--- config.mk ---
export PLATFORM = sky130hd
export DESIGN_NAME = exc_entry_unit
export DESIGN_NICKNAME = d
export VERILOG_FILES = /design/src/rtl/exc_pkg.sv /design/src/rtl/exc_arbiter.sv /design/src/rtl/exc_vector_gen.sv /design/src/rtl/exc_entry_unit.sv
export SDC_FILE = /design/constraint.sdc
export NUM_CORES = 1
export LEC_CHECK = 0
export BUFFER_PORTS_ARGS = -buffer_cell sky130_fd_sc_hd__buf_2
export CORE_MARGIN = 4
export CORE_UTILIZATION = 49
export DETAILED_ROUTE_END_ITERATION = 10
export GPL_TIMING_DRIVEN = 0
export PLACE_DENSITY_LB_ADDON = 0.15
export RECOVER_POWER = 25
export SYNTH_ARGS = -nofsm -noshare
export SYNTH_HDL_FRONTEND = slang
export SYNTH_SLANG_ARGS = --single-unit
--- constraint.sdc ---
create_clock -name clk -period 3.1 [get_ports clk]
set_input_delay 0.155 -clock clk [delete_from_list [all_inputs] [get_ports clk]]
set_output_delay 0.155 -clock clk [all_outputs]
set_load 0.1 [all_outputs]
--- src/rtl/exc_pkg.sv ---
package exc_pkg;
    localparam int CAUSE_W = 2;

    typedef enum logic [CAUSE_W-1:0] {
        CAUSE_UNDEF = 2'd0,
        CAUSE_OVF   = 2'd1,
        CAUSE_IRQ   = 2'd2
    } cause_e;

    typedef struct packed {
        logic kernel;
        logic ie;
    } mode_t;

    localparam mode_t MODE_HANDLER = '{kernel: 1'b1, ie: 1'b0};
    localparam mode_t MODE_BOOT_RET = '{kernel: 1'b0, ie: 1'b1};
endpackage

--- src/rtl/exc_arbiter.sv ---
module exc_arbiter
    import exc_pkg::*;
(
    input  logic   undef_i,
    input  logic   ovf_i,
    input  logic   irq_i,
    input  logic   ie_i,
    output logic   take_o,
    output cause_e cause_o
);
    logic irq_ok;

    always_comb begin
        irq_ok  = irq_i & ie_i;
        take_o  = undef_i | ovf_i | irq_ok;
        if (undef_i)    cause_o = CAUSE_UNDEF;
        else if (ovf_i) cause_o = CAUSE_OVF;
        else            cause_o = CAUSE_IRQ;
    end
endmodule

--- src/rtl/exc_vector_gen.sv ---
module exc_vector_gen
    import exc_pkg::*;
#(
    parameter int          XLEN       = 32,
    parameter int unsigned VEC_BASE   = 32'h80,
    parameter int          SLOT_SHIFT = 7,
    parameter bit          VECTORED   = 1'b1
) (
    input  cause_e            cause_i,
    output logic [XLEN-1:0]   vec_o
);
    localparam logic [XLEN-1:0] BASE = XLEN'(VEC_BASE);

    generate
        if (VECTORED) begin : g_vectored
            logic [XLEN-1:0] wide_cause;
            always_comb begin
                wide_cause = {{(XLEN-CAUSE_W){1'b0}}, cause_i};
                vec_o      = BASE + (wide_cause << SLOT_SHIFT);
            end
        end else begin : g_single
            logic unused_cause;
            always_comb begin
                unused_cause = ^cause_i;
                vec_o        = BASE;
            end
        end
    endgenerate
endmodule

--- src/rtl/exc_entry_unit.sv ---
module exc_entry_unit
    import exc_pkg::*;
#(
    parameter int          XLEN       = 32,
    parameter int unsigned VEC_BASE   = 32'h80,
    parameter int          SLOT_SHIFT = 7,
    parameter bit          VECTORED   = 1'b1
) (
    input  logic               clk,
    input  logic               rst_n,
    input  logic [XLEN-1:0]    pc_i,
    input  logic               trap_undef_i,
    input  logic               trap_ovf_i,
    input  logic               irq_i,
    input  logic               eret_i,
    output logic               redirect_o,
    output logic [XLEN-1:0]    next_pc_o,
    output logic               entry_o,
    output logic [CAUSE_W-1:0] cause_o,
    output logic [XLEN-1:0]    epc_o,
    output logic               kernel_o,
    output logic               int_en_o
);
    typedef struct packed {
        cause_e          cause;
        logic [XLEN-1:0] epc;
        mode_t           cur;
        mode_t           saved;
    } state_t;

    state_t          st_d, st_q;
    logic            take;
    cause_e          win_cause;
    logic [XLEN-1:0] vec;
    logic            redir_d;
    logic [XLEN-1:0] npc_d;

    exc_arbiter u_arb (
        .undef_i (trap_undef_i),
        .ovf_i   (trap_ovf_i),
        .irq_i   (irq_i),
        .ie_i    (st_q.cur.ie),
        .take_o  (take),
        .cause_o (win_cause)
    );

    exc_vector_gen #(
        .XLEN       (XLEN),
        .VEC_BASE   (VEC_BASE),
        .SLOT_SHIFT (SLOT_SHIFT),
        .VECTORED   (VECTORED)
    ) u_vec (
        .cause_i (win_cause),
        .vec_o   (vec)
    );

    // Next-state and redirect computation
    always_comb begin
        st_d    = st_q;
        redir_d = 1'b0;
        npc_d   = '0;
        if (take) begin
            st_d.cause = win_cause;
            st_d.epc   = pc_i;
            st_d.saved = st_q.cur;
            st_d.cur   = MODE_HANDLER;
            redir_d    = 1'b1;
            npc_d      = vec;
        end else if (eret_i) begin
            st_d.cur = st_q.saved;
            redir_d  = 1'b1;
            npc_d    = st_q.epc;
        end
    end

    always_ff @(posedge clk) begin
        if (!rst_n) begin
            st_q.cause <= CAUSE_UNDEF;
            st_q.epc   <= '0;
            st_q.cur   <= MODE_HANDLER;
            st_q.saved <= MODE_BOOT_RET;
        end else begin
            st_q <= st_d;
        end
    end

    assign redirect_o = redir_d;
    assign next_pc_o  = npc_d;
    assign entry_o    = take;
    assign cause_o    = st_q.cause;
    assign epc_o      = st_q.epc;
    assign kernel_o   = st_q.cur.kernel;
    assign int_en_o   = st_q.cur.ie;
endmodule

==> results.ini <==
[run_status]
status = finished, final reports clean

[logic_synthesis]
ys_async_sr_fraction_pct = 0
syn_nets = 279
synth_fa_ha_area_share_pct = 0
synthMostInstantiatedCell = nand2_1
ys_seq_area_share_pct = 36.78
synth-simple-area-share_pct = 23.23
synth-edff-count = 0
netlist_area_mm2 = 0.002068
synthCells = 241
synth_commonest_cells = 68 x nand2_1, 38 x dfxtp_1, 34 x buf_4, 34 x mux2i_1, 30 x and3_1
yosysTopAreaCell = dfxtp_1
ys_top_cells_by_area = dfxtp_1 37%, mux2i_1 16%, buf_4 12%
synth.avg_cell_area_um2 = 8.582
muxShareOfSynthArea_pct = 17.00
synth_compound_area_share_pct = 3.146
synth_flop_cell = dfxtp_1
ys_warn_count = 0
synth_xor_area_share_pct = 0
synthDistinctLibCells = 25
synth_top_family_by_area = simple AND/OR/NAND/NOR gates
synth_top_area_share_pct = 36.78
ys_ff_latch = 38

[clock_network]
clockBufferDepth = 2
clkLatencyLatePin_ns = 0.30
post_cts_buffers = 0
clkTransAtPathRegs_ns = 0.07
cts-htree-levels = 2
cts_hold_buf = 0
ctsResizeCount = 0
cts_made_buffers = 5
cts.sinks = 38
cts_tree = yes
clock-root-buffer = clkbuf_8

[grt]
grt_overflow_total = 0
grt_pass1_vias = 1827
met3_usage_pct = 7.851
met2_usage_pct = 32.97
grt_pass1_wl_mm = 8.059
busiest_layer = met2
grt_max_degree = 12
antenna_found_initial = 0
grt_use_total_pct = 19.39
globalRouteMet1Util_pct = 21.86

[sta]
skew_ns = 0.006439
rsz0062_at_grt = no
worst_pin_slew_ns = 1.178
maxSlewHeadroom_pct = 21.83
setup_slack_ns = 0.8552
setup_tns_ns = 0
fin_crit_ns = 2.245
fin_crit_sh_pct = 72.41
report.final.slew_viol_count = 0
setup_violations = 0
final-hold-violation-count = 0
max_freq_mhz = 445.5

[place]
portBuffers = 105
dp.cells = 396
dp_hpwl_mm = 3.772
gp_congestion = 0.7325
dpl_cell_area_mm2 = 0.002660
place_ws_ns = 1.295

[critical_path]
cpPeakStageDelay_ns = 0.43
crit_slowest_cell = buf_2
cp.arrival_ns = 2.09
crit_fanout = 10
critPathKind = reg -> out
end_kind = output pin
cp.required_ns = 2.94
crit_chain = a211oi_1 > clkbuf_1 > and3_1 > buf_2
worst_setup_path_start_kind = flip-flop

[finish]
syn2layout_area_growth_pct = 31.52
nets = 391
drive_above_1_share_pct = 38.70
fin_cells = 404
final.fill_count = 376
multi_input_area_um2 = 895.9
final_area_mm2 = 0.002720
regArea_um2 = 760.7
n_antenna_cell = 0

[detailed_routing]
drtPass1Iterations = 4
routed_wl_mm = 4.952
drc_errors = 0
ant_nets = 0
vias = 1912
wl_per_cell_um = 12.26
drt_iter0_markers = 72
viasPerCell = 4.733

[job]
maxCapViolations = 0

[die]
die_area_mm2 = 0.005325
num_rows = 23
ios = 108
core_mm2 = 0.004029
fp.dieW_um = 72.97
initial_core_util_pct = 51.34
die_h_um = 72.97

[pwr]
cellPowerDensity_mw_per_mm2 = 507.2
power_mw = 1.380
irDropWorstVdd_mv = 0.2998
p_leak_nw = 1.490

[min_path]
hp-class = in -> reg

## critical path: cells and delay by family (launching register included)
kind / cells / cell delay, ns
buffers and inverters: 2 / 0.81
AOI/OAI and AO/OA: 1 / 0.40
DFF: 1 / 0.38
and+or+nand+nor: 1 / 0.21
## state kept, by name, indices dropped and copies added, names as in the netlist
register,count
cause_o,2
int_en_o,1
kernel_o,1
epc_o,32
st_q,2
## through the flow
| step | hold WS [ns] | utilization (%) |
|---|---|---|
| 6_report | 0.08798 | 67.52 |
| 5_1_grt | 0.09334 | 67.52 |
| 4_1_cts | 0.08234 | 68.29 |
| 3_5_place_dp | 0.4044 | 66.02 |
| 3_3_place_gp | 0.3990 | 66.02 |
| 2_1_floorplan | 0.2278 | - |
## logic make-up after synthesis
kind of cell    Yosys count
compound gates            8
simple gates            104
mux                      35
flops                    38
buf+inv                  56
## layout make-up
cell class,instances,area share [%]
buffer,53,14.67
clock buffer,7,3.174
clock inverter,1,0.1840
inverter,3,0.4140
multi-input combinational,147,32.93
sequential,38,27.97
tap,50,2.300
timing repair buffer,105,18.35
## power by group
group | leakage (nW) | switching [mW] | total, mW | internal [mW]
Clock | 0.0482 | 0.168 | 0.347 | 0.179
Sequential | 0.315 | 0.0215 | 0.542 | 0.520
Combinational | 1.13 | 0.373 | 0.491 | 0.117
Total | 1.49 | 0.563 | 1.38 | 0.817
## worst paths after layout
kind | start | end | slack [ns] | cells past startpoint
worst min-delay path | pc_i[3] | epc_o[3] | 0.09 | 3
worst max register to register | int_en_o | epc_o[7] | 1.66 | 4
worst max-delay path | int_en_o | next_pc_o[13] | 0.86 | 4
worst min register to register | epc_o[27] | epc_o[27] | 0.47 | 2
## cells in the final DEF, fill, tap and decap left out, drive strengths merged
cell,count
buf,127
nand2,68
dfxtp,38
clkbuf,38
mux2i,34
and3,30
inv,3
a211oi,2
a21oi,2
a22oi,1
o21bai,1
nand2b,1
a21bo,1
nor4,1
nor2,1
nand4,1
mux2,1
and4,1
or3,1
a221o,1
clkinv,1
## routing by layer
metal | vias to the layer above | wire (um)
met5 | - | 0
met4 | 0 | 68
met3 | 6 | 562
met2 | 72 | 2262
met1 | 849 | 2059
li1 | 985 | -
(Power assumes the default switching activity.)
